**src/rtl/media_alu_pkg.sv**
```systemverilog
package media_alu_pkg;
  typedef enum logic [3:0] {
    OP_WIDEN_BW  = 4'd0,
    OP_WIDEN_BL  = 4'd1,
    OP_NARROW_WB = 4'd2,
    OP_NARROW_LB = 4'd3,
    OP_MIN_UB    = 4'd4,
    OP_MIN_UW    = 4'd5,
    OP_MIN_SB    = 4'd6,
    OP_MIN_SW    = 4'd7,
    OP_MAX_UB    = 4'd8,
    OP_MAX_UW    = 4'd9,
    OP_MAX_SB    = 4'd10,
    OP_MAX_SW    = 4'd11,
    OP_PIX_ERR   = 4'd12
  } op_e;
endpackage

```
**src/rtl/mm_lane_shuffle.sv**
```systemverilog
module mm_lane_shuffle
  import media_alu_pkg::*;
#(
  parameter int XLEN = 64
) (
  input  logic [XLEN-1:0] src_i,
  input  op_e             op_i,
  output logic [XLEN-1:0] y_o
);
  localparam int W_LANES = XLEN / 16;
  localparam int L_LANES = XLEN / 32;

  always_comb begin
    y_o = '0;
    unique case (op_i)
      OP_WIDEN_BW: for (int i = 0; i < W_LANES; i++) y_o[16*i +: 16] = {8'h00, src_i[8*i +: 8]};
      OP_WIDEN_BL: for (int i = 0; i < L_LANES; i++) y_o[32*i +: 32] = {24'h0, src_i[8*i +: 8]};
      OP_NARROW_WB: for (int i = 0; i < W_LANES; i++) y_o[8*i +: 8] = src_i[16*i +: 8];
      OP_NARROW_LB: for (int i = 0; i < L_LANES; i++) y_o[8*i +: 8] = src_i[32*i +: 8];
      default: y_o = '0;
    endcase
  end
endmodule

```
**src/rtl/mm_lane_minmax.sv**
```systemverilog
module mm_lane_minmax #(
  parameter int XLEN   = 64,
  parameter int LANE_W = 8
) (
  input  logic [XLEN-1:0] a_i,
  input  logic [XLEN-1:0] b_i,
  input  logic            sgn_i,
  input  logic            max_i,
  output logic [XLEN-1:0] y_o
);
  localparam int N_LANES = XLEN / LANE_W;

  for (genvar g = 0; g < N_LANES; g++) begin : g_lane
    logic [LANE_W-1:0] la, lb;
    logic a_lt_b, pick_a;
    assign la     = a_i[LANE_W*g +: LANE_W];
    assign lb     = b_i[LANE_W*g +: LANE_W];
    assign a_lt_b = sgn_i ? ($signed(la) < $signed(lb)) : (la < lb);
    assign pick_a = max_i ? !a_lt_b : a_lt_b;
    assign y_o[LANE_W*g +: LANE_W] = pick_a ? la : lb;
  end
endmodule

```
**src/rtl/mm_pix_err.sv**
```systemverilog
module mm_pix_err #(
  parameter int XLEN  = 64,
  parameter int SUM_W = 11
) (
  input  logic [XLEN-1:0]  a_i,
  input  logic [XLEN-1:0]  b_i,
  output logic [SUM_W-1:0] sum_o
);
  localparam int NB = XLEN / 8;

  logic [7:0] diff [NB];

  for (genvar g = 0; g < NB; g++) begin : g_abs
    logic [7:0] x, y;
    assign x = a_i[8*g +: 8];
    assign y = b_i[8*g +: 8];
    assign diff[g] = (x > y) ? (x - y) : (y - x);
  end

  always_comb begin
    sum_o = '0;
    for (int i = 0; i < NB; i++) sum_o = sum_o + SUM_W'(diff[i]);
  end
endmodule

```
**src/rtl/media_alu.sv**
```systemverilog
module media_alu
  import media_alu_pkg::*;
#(
  parameter int XLEN = 64
) (
  input  logic            clk_i,
  input  logic            rst_ni,
  input  logic            valid_i,
  input  logic [3:0]      op_i,
  input  logic [XLEN-1:0] ra_i,
  input  logic [XLEN-1:0] rb_i,
  output logic            valid_o,
  output logic [XLEN-1:0] result_o
);
  localparam int NB    = XLEN / 8;
  localparam int SUM_W = 8 + $clog2(NB + 1);

  op_e op;
  assign op = op_e'(op_i);

  logic [XLEN-1:0] shuf_y, mm_b_y, mm_w_y, res_d, res_q;
  logic [SUM_W-1:0] pe_sum;
  logic b_sgn, b_max, w_sgn, w_max, valid_q;

  assign b_sgn = (op == OP_MIN_SB) || (op == OP_MAX_SB);
  assign b_max = (op == OP_MAX_UB) || (op == OP_MAX_SB);
  assign w_sgn = (op == OP_MIN_SW) || (op == OP_MAX_SW);
  assign w_max = (op == OP_MAX_UW) || (op == OP_MAX_SW);

  // Rb never reaches the shuffle path
  mm_lane_shuffle #(.XLEN(XLEN)) u_shuf (.src_i(ra_i), .op_i(op), .y_o(shuf_y));

  mm_lane_minmax #(.XLEN(XLEN), .LANE_W(8)) u_mm_b (
    .a_i(ra_i), .b_i(rb_i), .sgn_i(b_sgn), .max_i(b_max), .y_o(mm_b_y));

  mm_lane_minmax #(.XLEN(XLEN), .LANE_W(16)) u_mm_w (
    .a_i(ra_i), .b_i(rb_i), .sgn_i(w_sgn), .max_i(w_max), .y_o(mm_w_y));

  mm_pix_err #(.XLEN(XLEN), .SUM_W(SUM_W)) u_pe (.a_i(ra_i), .b_i(rb_i), .sum_o(pe_sum));

  always_comb begin
    unique case (op)
      OP_WIDEN_BW, OP_WIDEN_BL, OP_NARROW_WB, OP_NARROW_LB: res_d = shuf_y;
      OP_MIN_UB, OP_MIN_SB, OP_MAX_UB, OP_MAX_SB:           res_d = mm_b_y;
      OP_MIN_UW, OP_MIN_SW, OP_MAX_UW, OP_MAX_SW:           res_d = mm_w_y;
      OP_PIX_ERR: res_d = {{(XLEN-SUM_W){1'b0}}, pe_sum};
      default:    res_d = '0;
    endcase
  end

  always_ff @(posedge clk_i or negedge rst_ni) begin
    if (!rst_ni) begin
      valid_q <= 1'b0;
      res_q   <= '0;
    end else begin
      valid_q <= valid_i;
      if (valid_i) res_q <= res_d;
    end
  end

  assign valid_o  = valid_q;
  assign result_o = res_q;

  a_r1_reset_clear: assert property (@(posedge clk_i) !rst_ni |=> (!valid_o && result_o == '0));
  a_r2_valid_follows: assert property (@(posedge clk_i) disable iff (!rst_ni) valid_i |=> valid_o);
  a_r2_idle_holds: assert property (@(posedge clk_i) disable iff (!rst_ni)
    !valid_i |=> (!valid_o && $stable(result_o)));
  a_r5_narrow_upper_zero: assert property (@(posedge clk_i) disable iff (!rst_ni)
    (valid_i && op_i == 4'd2) |=> result_o[XLEN-1:32] == '0);
  a_r6_narrow_upper_zero: assert property (@(posedge clk_i) disable iff (!rst_ni)
    (valid_i && op_i == 4'd3) |=> result_o[XLEN-1:16] == '0);
  a_r9_byte_lane_source: assert property (@(posedge clk_i) disable iff (!rst_ni)
    (valid_i && op_i >= 4'd4 && op_i <= 4'd11) |=>
      (result_o[7:0] == $past(ra_i[7:0]) || result_o[7:0] == $past(rb_i[7:0])));
  a_r10_sum_aligned: assert property (@(posedge clk_i) disable iff (!rst_ni)
    (valid_i && op_i == 4'd12) |=> result_o[XLEN-1:SUM_W] == '0);
  a_r12_undef_zero: assert property (@(posedge clk_i) disable iff (!rst_ni)
    (valid_i && op_i > 4'd12) |=> (valid_o && result_o == '0));
endmodule

```
**config.mk**
```make
export PLATFORM = sky130hd
export DESIGN_NAME = media_alu
export DESIGN_NICKNAME = d
export VERILOG_FILES = /design/src/rtl/media_alu_pkg.sv /design/src/rtl/mm_lane_shuffle.sv /design/src/rtl/mm_lane_minmax.sv /design/src/rtl/mm_pix_err.sv /design/src/rtl/media_alu.sv
export SDC_FILE = /design/constraint.sdc
export NUM_CORES = 1
export LEC_CHECK = 0
export ABC_CLOCK_PERIOD_IN_PS = 1200
export BUFFER_PORTS_ARGS = -buffer_cell sky130_fd_sc_hd__buf_2
export CAP_MARGIN = 30
export CORE_MARGIN = 2
export CORE_UTILIZATION = 27
export DETAILED_ROUTE_END_ITERATION = 10
export PLACE_DENSITY_LB_ADDON = 0.25
export SETUP_SLACK_MARGIN = 0.2
export SLEW_MARGIN = 10
export SYNTH_ARGS = -nofsm -noshare
export SYNTH_HDL_FRONTEND = slang
export SYNTH_SLANG_ARGS = --single-unit
```
**constraint.sdc**
```tcl
create_clock -name clk_i -period 1.2 [get_ports clk_i]
set_input_delay 0.06 -clock clk_i [delete_from_list [all_inputs] [get_ports clk_i]]
set_output_delay 0.06 -clock clk_i [all_outputs]
set_load 0.05 [all_outputs]
```
* Word-level counts from Yosys, hierarchy flattened
Index checks and enable logic that the tools add are counted.
** Storage, ports and cells
- Register bits after elaboration :: 65
- Input bits :: 135
- Output and inout bits :: 65
- Logic and storage cells :: 138
** Cells by class
- Add/subtract/negate cells :: 23
- Order comparisons :: 32
- Equal/unequal tests :: 12
- Multiplexer cells :: 48
- Reduce and logical (&&, ||, !) cells :: 21
** Operators by type and width (number)
- one-hot mux 64 bit (4 select lines) :: 1
- < comparator 16 bit :: 8
- < comparator 8 bit :: 16
- 2-to-1 mux 8 bit :: 16
- subtractor 8 bit :: 16
- adder 12 x 8 -> 12 bit :: 6
- > comparator 8 bit :: 8
- 2-to-1 mux 16 bit :: 4
- one-hot mux 16 bit (3 select lines) :: 1
- one-hot mux 24 bit (2 select lines) :: 1
- one-hot mux 16 bit (2 select lines) :: 1
- 2-to-1 mux 1 bit :: 24
- equality test 4 bit, second input constant :: 5
- equality test 4 x 3 -> 1 bit, second input constant :: 4
- logical NOT 1 bit :: 12
- OR reduction 4 bit :: 3
- adder 8 x 8 -> 9 bit :: 1
- equality test 4 x 2 -> 1 bit, second input constant :: 2
- equality test 4 x 1 -> 1 bit, second input constant :: 1
- logical NOT 4 bit :: 1
- logical OR 1 bit :: 4
- OR reduction 2 bit :: 1

* Depth between registers and ports, before layout
Gate-level depths: netlist of the first run.
- Word-level depth :: 10
- Depth in mapped cells :: 32
- Mapped depth without buffers :: 32

* By module
From an unflattened synthesis of the first run, not the netlist that was laid out.
** Second synthesis, totals
- Cell total of the unflattened synthesis :: 2824
- Area total of the unflattened synthesis :: 22268.9 um^2
** By module, submodules not included
- mm_lane_minmax (u_mm_w) :: instances 1, cells each 1062, area an instance 7419.6 um^2, seq. area each 0.0 um^2
- mm_pix_err :: instances 1, cells each 925, area an instance 7064.3 um^2, seq. area each 0.0 um^2
- media_alu :: instances 1, cells each 446, area an instance 4197.8 um^2, seq. area each 1626.6 um^2
- mm_lane_minmax (u_mm_b) :: instances 1, cells each 281, area an instance 2859.0 um^2, seq. area each 0.0 um^2
- mm_lane_shuffle :: instances 1, cells each 110, area an instance 728.2 um^2, seq. area each 0.0 um^2

* Worst setup path before layout of the first run
Ideal clock, no wire load.
- Path type :: input -> register
- Start :: input ra_i[8]
- End :: register res_q[11], in the netlist result_o[11]
- Setup time :: 0.131 ns
- Arrival :: 6.377 ns
- Data required time :: 1.069 ns
- Setup slack :: -5.307 ns
- Stages on the path :: 31
- Buffers on the path :: 0
- Path through :: inv_1 -> ha_1 -> inv_1 -> fa_1 -> a21o_1 -> a21oi_1 -> o21a_1 -> nor2_4 -> mux2_2 -> ha_1 -> a21o_1 -> a21oi_1 -> o21ai_0 -> a21oi_1 -> o21bai_1 -> a21oi_1 -> xor2_1 -> fa_1 -> fa_1 -> inv_1 -> fa_1 -> inv_1 -> fa_1 -> inv_1 -> ha_1 -> or2_2 -> a21oi_1 -> a21oi_1 -> a21o_1 -> a32oi_1 -> a31oi_1
** On the way
- Cells in the longest elaborated chain, start to end :: 10
- Elaborated cells between the ends (all ways) :: 24
- Those cells by class :: add/sub (9); order compare (5); mux (8); reduce/logical (2)
** Ends and longest elaborated chain
- start, declared :: RTL line media_alu.sv:10 : input logic [XLEN-1:0] ra_i,
- subtractor 8 bit or > comparator 8 bit (tied branches) :: RTL line mm_pix_err.sv:17 : assign diff[g] = (x > y) ? (x - y) : (y - x);
- 2-to-1 mux 8 bit :: RTL line mm_pix_err.sv:17
- adder 8 x 8 -> 9 bit :: RTL line mm_pix_err.sv:22 : for (int i = 0; i < NB; i++) sum_o = sum_o + SUM_W'(diff[i]);
- adder 12 x 8 -> 12 bit (6 in a row) :: RTL line mm_pix_err.sv:22
- one-hot mux 64 bit (4 select lines) (*) :: RTL line media_alu.sv:42 : unique case (op)
- end signal, assigned :: RTL line media_alu.sv:57 : if (valid_i) res_q <= res_d;
- end, declared :: RTL line media_alu.sv:21 : logic [XLEN-1:0] shuf_y, mm_b_y, mm_w_y, res_d, res_q;
Mark *: on every way between the ends. The rest lies on a longest branch, timed or not.
A chain may end at the register's enable or synchronous reset.

* Worst setup path after layout of the first run
- Start :: input ra_i[8]
- End :: register res_q[8], in the netlist result_o[8]
The elaborated chain is that of the path after synthesis.

==> results.yml, run 1 <==
die:
  design.core.area_sq_um: 41020
  die_width_microns: 208.2
  die-height_microns: 208.2
  die_outline_area_sq_um: 43370
  initial_utilization_pct: 27.46
  placement_rows: 74
  io_pins: 200
final_layout:
  finish.utilization_pct: 45.24
  layout.cells.most_common: "sky130_fd_sc_hd__buf_4"
  layout_common_cells: "sky130_fd_sc_hd__buf_4 (458), sky130_fd_sc_hd__inv_1 (204), sky130_fd_sc_hd__ha_1 (130), sky130_fd_sc_hd__buf_2 (126), sky130_fd_sc_hd__a21oi_1 (85)"
  area.growth.synth_to_final_pct: 64.73
  finalNetCount: 2355
  layout-drive-gt1-share_pct: 42.76
  final-instance-count-excl-fill: 2560
sta:
  layout_min_cycle_time_ps: 6120
  timing_hold_violations_final: 0
  rsz0062_at_grt: "true"
  fin_ws_ps: -4920
  fin_crit_sh_pct: 510.0
  slew_headroom_pct: 48.98
  worst_clock_skew_ps: 0
  tightest_slew_ps: 762.4
  maxSlewViolCount: 0
  max_clock_freq_ghz: 0.1634
  final-setup-viol-count: 64
routing:
  ant_nets: 0
  drcViolationCount: 0
  num_vias: 12560
  post_drt_wl_per_cell_microns: 17.74
  post_drt_via_cell_ratio: 4.907
  drt-total-wl_mm: 45.40
  detail_route.first_pass.iterations: 7
  detailedRoute.firstIterationViolations: 761
yosys:
  synth_top_area_share_pct: 16.33
  ys.warnings.count: 0
  most_instantiated_flip_flop_cell_in_the_synthesis_netlist: "sky130_fd_sc_hd__dfrtp_1"
  syn_inst: 1333
  synthDistinctLibCells: 74
  async_sr_flop_fraction_pct: 100.0
  synthesis.area_sq_um: 11260
  synth_edf_count: 0
  post_synth_main_area_contributors: "sky130_fd_sc_hd__ha_1 (16%), sky130_fd_sc_hd__dfrtp_1 (14%), sky130_fd_sc_hd__fa_1 (9.8%)"
  fraction_of_the_yosys_area_taken_by_sequential_cells_pct: 14.44
  yosysTopAreaCell: "sky130_fd_sc_hd__ha_1"
  syn_nets: 1670
  synth_seq_cells: 65
  synth_area_per_cell_sq_um: 8.450
global_routing:
  first_global_vias: 12730
  largest_net_degree_at_the_start_of_global_routing: 36
  grt_pass1_wl_mm: 70.03
  grt_antenna_before_repair: 4
  global_route.overflow_total: 0
  gr-usage-all-layers_pct: 20.82
critical_path:
  cp.required_ps: 1460
  timing.critical_path.max_delay_family: "adder cells"
  r2r_start: "result_o[1]$_DFFE_PN0P_"
  reg2reg_depth: 4
  start_kind: "input port"
  critical-path-slowest-cell: "sky130_fd_sc_hd__fa_1"
  setup.worst_path.class: "input port to flip-flop"
  cp.arrival_ps: 6380
  critical-path-top-cell-by-count: "sky130_fd_sc_hd__fa_1"
  timing.reg2reg.setup_slack_ps: -40
  worstSetupEndpointType: "flip-flop"
  critical_path_buf_inv_count: 8
  max_stage_delay_ps: 520
  reg2reg_to: "result_o[1]$_DFFE_PN0P_"
  worst-path-max-fanout: 7
hold_path:
  hold-path-endpoint: "result_o[42]$_DFFE_PN0P_"
  min-delay-path-class: "input port to flip-flop"
  hp-start: "ra_i[42]"
  hold_path_depth: 3
clocking:
  cts.path.max_buffers: 2
  clk_transition_reported_paths_ps: 70
  clock_latency_ps: 370
  clk_root_buffer_cell: "sky130_fd_sc_hd__clkbuf_16"
  clock_sink_count: 65
  cts_tree: "yes"
  cts_made_buffers: 9
  htreeDepth: 3
place:
  dp_cells: 2488
  place_hpwl_mm: 37.76
  portBuffers: 199
  gp_congestion: 0.9114
job:
  maxCapViolCount: 0
power:
  power-per-cell-area_nw_per_um2: 2935
  leakagePower_nw: 9.517
  ir_worst_vdd_mv: 7.058
status:
  status: "complete, but fails checks"
  failed_checks: "negative setup slack"
-- worst min-delay path, cell delays in order --
cell                      delay (ps)
sky130_fd_sc_hd__buf_2            90
sky130_fd_sc_hd__buf_4           110
sky130_fd_sc_hd__a221o_1         130
-- stage by stage --
step | setup slack [ps] | hold slack [ps] | instance area, sq um | total power, W | TNS (ps)
6_report | -4920 | 29.55 | 18550 | 0.05445 | -112620
5_1_grt | -5247 | 17.48 | 18550 | 0.05754 | -121040
4_1_cts | -4895 | 10.41 | 18000 | 0.05282 | -110380
3_5_place_dp | -5444 | 13.21 | 16810 | 0.04539 | -143050
3_3_place_gp | -5349 | 14.98 | 16810 | 0.04484 | -140290
2_1_floorplan | -4909 | -235.6 | 11710 | 0.03232 | -104140
-- cells in the mapped netlist, types with 11 or more instances --
library cell and instances:
sky130_fd_sc_hd__inv_1 230, sky130_fd_sc_hd__ha_1 147, sky130_fd_sc_hd__a21oi_1 95, sky130_fd_sc_hd__nor2_1 81, sky130_fd_sc_hd__dfrtp_1 65, sky130_fd_sc_hd__mux2i_1 63, sky130_fd_sc_hd__fa_1 55, sky130_fd_sc_hd__a221o_1 54
sky130_fd_sc_hd__nand2_1 51, sky130_fd_sc_hd__a21o_1 47, sky130_fd_sc_hd__o21ai_0 38, sky130_fd_sc_hd__xnor2_1 37, sky130_fd_sc_hd__o2bb2ai_1 35, sky130_fd_sc_hd__xor2_1 24, sky130_fd_sc_hd__nor2b_1 23, sky130_fd_sc_hd__clkbuf_1 22
sky130_fd_sc_hd__a22oi_1 20, sky130_fd_sc_hd__a22o_1 18, sky130_fd_sc_hd__a221oi_1 17, sky130_fd_sc_hd__mux2_2 17, sky130_fd_sc_hd__nand4_1 13, sky130_fd_sc_hd__o21bai_1 13, sky130_fd_sc_hd__buf_2 12, sky130_fd_sc_hd__nand3_1 11
-- worst max path at each step --
stage          depth (start not counted)                       end  slack (ps)    start
2_1_floorplan                         31   result_o[8]$_DFFE_PN0P_       -4910  ra_i[0]
4_1_cts                               33   result_o[8]$_DFFE_PN0P_       -4890  ra_i[0]
3_3_place_gp                          32   result_o[8]$_DFFE_PN0P_       -5350  ra_i[0]
6_report                              33   result_o[8]$_DFFE_PN0P_       -4920  ra_i[8]
5_1_grt                               34  result_o[10]$_DFFE_PN0P_       -5250  ra_i[0]
3_5_place_dp                          32   result_o[8]$_DFFE_PN0P_       -5440  ra_i[0]
-- metal layers --
metal	vias to the layer above	wire length [microns]	track usage (%)
met5	-	0	0
met4	0	1037	5.731
met3	54	2561	3.985
met2	358	21920	35.68
met1	6017	19890	26.61
li1	6134	-	-
-- repair_timing --
item | CTS | global route
hold endpoints to repair | 85 | 0
setup buffers | 11 | 15
gates cloned | 0 | 1
resized for setup | 143 | 134
hold buffers | 24 | 0
pin swaps | 73 | 43
endpoints found under the setup margin | 129 | 129
-- registers in the layout, summed over array words and instances, names as in the netlist --
signal and flops:
valid_o 1, result_o 64
-- cells by family (layout without fill, tap and decap cells) --
kind of cell	count (synthesis)	after routing	synth area share (%)
AO/OA/AOI/OAI	427	427	28.03
buffers and inverters	271	961	9.287
AND/OR/NAND/NOR	225	225	9.820
adder cells (fa/ha/maj)	202	202	26.11
multiplexers	81	81	7.432
flip-flops	65	65	14.44
XOR/XNOR	62	62	4.888
other	0	5	0
-- where the power goes --
group / total [W] / leakage [nW] / switching [W] / internal [W]
Sequential: 0.00309 / 0.840 / 0.000458 / 0.00263
Combinational: 0.0485 / 8.54 / 0.0235 / 0.0250
Clock: 0.00287 / 0.137 / 0.00127 / 0.00160
-- final cells by class --
type | instances | area (sq um)
antenna | 5 | 12.51
clock buffer | 9 | 225.2
sequential | 65 | 1633
tap | 532 | 665.6
clock inverter | 7 | 71.32
timing repair buffer | 715 | 5705
fill | 4058 | 22460
inverter | 230 | 945.9
multi-input combinational | 997 | 9295
Power figures use the tool's default switching activity.
==> inputs of run 2 (changes only) <==
Settings changed: ABC_AREA from default to 1.
==> run 2 against run 1 <==
Net effect:
- count of clock-buffer cells in the layout up 2
- clock skew unchanged
- area after synthesis up 16%
- sequential cell count unchanged
- via count up 36%
- routed wire length up 36%
- first-iteration DRC count up 34%
- the flow still finishes with violations (negative setup slack)
- power up 13%
- maximum frequency up 7.2%
- global-route usage up 2.8 points
- non-clock buffer count up 152
- hold slack better by 21 ps
==> results.yml, run 2 <==
status:
  status: "complete, but fails checks"
  failed_checks: "negative setup slack"
sta:
  layout_min_cycle_time_ps: 5711
  final-setup-viol-count: 64
  rsz0062_at_grt: "true"
  max_clock_freq_ghz: 0.1751
  maxSlewViolCount: 0
  fin_crit_sh_pct: 475.9
  tightest_slew_ps: 414.7
  slew_headroom_pct: 72.32
  fin_ws_ps: -4511
  timing_hold_violations_final: 0
  worst_clock_skew_ps: 0
routing:
  detail_route.first_pass.iterations: 5
  post_drt_wl_per_cell_microns: 17.44
  m1WireLength_mm: 27.16
  met2_length_mm: 29.72
  num_vias: 17120
  routed.top_layer: "met4"
  drcViolationCount: 0
  detailedRoute.firstIterationViolations: 1020
  ant_nets: 0
  met3RoutedLength_mm: 2.952
  drt-total-wl_mm: 61.69
  post_drt_via_cell_ratio: 4.839
clocking:
  cts_made_buffers: 9
  htreeDepth: 3
  cts_tree: "yes"
  clock_sink_count: 65
  clock_latency_ps: 380
  cts.path.max_buffers: 2
  clk_transition_reported_paths_ps: 60
  clk_root_buffer_cell: "sky130_fd_sc_hd__clkbuf_16"
yosys:
  synthDistinctLibCells: 45
  synth_seq_cells: 65
  fraction_of_the_yosys_area_taken_by_sequential_cells_pct: 12.45
  most_instantiated_flip_flop_cell_in_the_synthesis_netlist: "sky130_fd_sc_hd__dfrtp_1"
  syn_inst: 2085
  yosysTopAreaCell: "sky130_fd_sc_hd__nand2_1"
  synthesis.area_sq_um: 13070
  synth_edf_count: 0
  post_synth_main_area_contributors: "sky130_fd_sc_hd__nand2_1 (18%), sky130_fd_sc_hd__ha_1 (14%), sky130_fd_sc_hd__nand3_1 (13%)"
  synth_area_per_cell_sq_um: 6.268
  synth_most_common_cell: "sky130_fd_sc_hd__nand2_1"
  syn_nets: 2422
  async_sr_flop_fraction_pct: 100.0
  ys.warnings.count: 0
  synth_top_area_share_pct: 17.69
  netlist_top_cells_count: "sky130_fd_sc_hd__nand2_1 (616), sky130_fd_sc_hd__inv_1 (368), sky130_fd_sc_hd__nand3_1 (329), sky130_fd_sc_hd__ha_1 (147), sky130_fd_sc_hd__a21oi_1 (98)"
die:
  initial_utilization_pct: 27.37
  die_width_microns: 224.0
  die-height_microns: 224.0
  design.core.area_sq_um: 47750
  die_outline_area_sq_um: 50180
  placement_rows: 80
  io_pins: 200
power:
  swShare_pct: 48.99
  combPwrFrac_pct: 90.9
  ir_worst_vdd_mv: 5.267
  p_seq_share_pct: 4.7
  pwr-share-clk_pct: 4.3
  cell_internal_pwr_w: 0.03138
  leakagePower_nw: 12.48
  power-per-cell-area_nw_per_um2: 2615
  power_switching_w: 0.03013
  finalPower_w: 0.06151
place:
  place_hpwl_mm: 48.71
  portBuffers: 199
  post_place_cell_area_sq_um: 19590
  dp_slack_ps: -5082
  gp_congestion: 0.9305
  dp_cells: 3391
final_layout:
  layout.cells.most_common: "sky130_fd_sc_hd__buf_4"
  layout_common_cells: "sky130_fd_sc_hd__buf_4 (581), sky130_fd_sc_hd__nand2_1 (517), sky130_fd_sc_hd__inv_1 (316), sky130_fd_sc_hd__nand3_1 (200), sky130_fd_sc_hd__nand3_2 (132)"
  layout.cell_area.non_filler_sq_um: 23520
  finalNetCount: 3254
  fill_cells: 4694
  largest_register_ff_count: 64
  layout-drive-gt1-share_pct: 46.47
  final-instance-count-excl-fill: 3537
  area.growth.synth_to_final_pct: 79.95
critical_path:
  critical-path-top-cell-by-count: "sky130_fd_sc_hd__nand2_1"
  start_kind: "input port"
  critical_path_buf_inv_count: 7
  cp.required_ps: 1470
  critical-path-slowest-cell: "sky130_fd_sc_hd__fa_1"
  setup.worst_path.class: "input port to flip-flop"
  worst-path-max-fanout: 7
  max_stage_delay_ps: 530
  cp.arrival_ps: 5980
  timing.critical_path.max_delay_family: "adder cells"
  worstSetupEndpointType: "flip-flop"
global_routing:
  grt_pass1_wl_mm: 92.34
  largest_net_degree_at_the_start_of_global_routing: 66
  global_route.overflow_total: 0
  first_global_vias: 17230
  gr-usage-all-layers_pct: 23.63
  grt_antenna_before_repair: 5
job:
  maxCapViolCount: 0
hold_path:
  min-delay-path-class: "input port to flip-flop"
run 2: cell count changes after synthesis, moves of 39 or more:
cell	before	now
sky130_fd_sc_hd__a21o_1	47	8
sky130_fd_sc_hd__a221o_1	54	0
sky130_fd_sc_hd__inv_1	230	368
sky130_fd_sc_hd__mux2i_1	63	12
sky130_fd_sc_hd__nand2_1	51	616
sky130_fd_sc_hd__nand3_1	11	329
sky130_fd_sc_hd__nor2_1	81	42
run 2: logic make-up after synthesis:
kind of cell / synth area share, %
and+or+nand+nor: 36.04
adders and majority gates: 22.50
muxes: 1.264
DFF: 12.45
xor gates and xnor gates: 4.021
AOI/OAI and AO/OA: 10.90
buffers and inverters: 12.83
run 2: timing repair:
item                                   CTS  global route
gates cloned                             4             4
endpoints found under the hold margin   65             0
setup buffers                           64            57
pin swaps                              119           144
setup endpoints to repair              129           129
hold buffers                             1             0
resized for setup                      270           393
run 2: through the flow:
stage                     setup TNS (ps)  util (%)  hold slack [ps]
after detailed placement         -105150     41.02            124.1
after global routing             -101610     49.26            53.48
after floorplan                   -70240         -           -235.6
after CTS                         -90010     45.20            15.47
after global placement           -102980     41.02            116.9
final                             -94790     49.26            51.01
run 2: cell type report:
type | count | area, sq um | area share, %
inverters | 378 | 1520 | 6.464
repair buffers | 867 | 7128 | 30.31
clock buffers | 11 | 242.7 | 1.032
well taps | 615 | 769.5 | 3.272
multi-input cells | 1596 | 12190 | 51.84
clock inverters | 1 | 30.03 | 0.1277
flip-flops and latches | 65 | 1627 | 6.916
diodes | 4 | 10.01 | 0.04256
run 2: worst reg2reg max path, delay by kind of cell (launching register included):
family,cells,cell delay [ps]
flip-flops,1,410
buffers and inverters,1,150
AND/OR/NAND/NOR,2,110
run 2: power groups by stage:
stage	Combinational [W]	Clock (W)	Sequential, W
4_1_cts	0.0508	0.00279	0.00288
3_5_place_dp	0.0450	0	0.00286
2_1_floorplan	0.0301	0	0.00422
3_3_place_gp	0.0448	0	0.00285
5_1_grt	0.0588	0.00283	0.00296
6_report	0.0559	0.00267	0.00291
run 2: layer usage:
layer | vias to the layer above | GRT usage, %
met5 | - | 0
met4 | 0 | 8.194
met3 | 94 | 2.754
met2 | 525 | 40.27
met1 | 8132 | 30.81
li1 | 8365 | -
run 2: worst paths after layout:
kind | from | slack (ps) | to | cells after the start
min in group asynchronous | rst_ni | 230 | result_o[59]$_DFFE_PN0P_ | 3
max reg2reg | result_o[39]$_DFFE_PN0P_ | 430 | result_o[39]$_DFFE_PN0P_ | 3
min reg2reg | result_o[0]$_DFFE_PN0P_ | 500 | result_o[0]$_DFFE_PN0P_ | 2
max in group asynchronous | rst_ni | 650 | result_o[24]$_DFFE_PN0P_ | 3
min | valid_i | 50 | valid_o$_DFF_PN0_ | 2
max | ra_i[0] | -4510 | result_o[10]$_DFFE_PN0P_ | 41
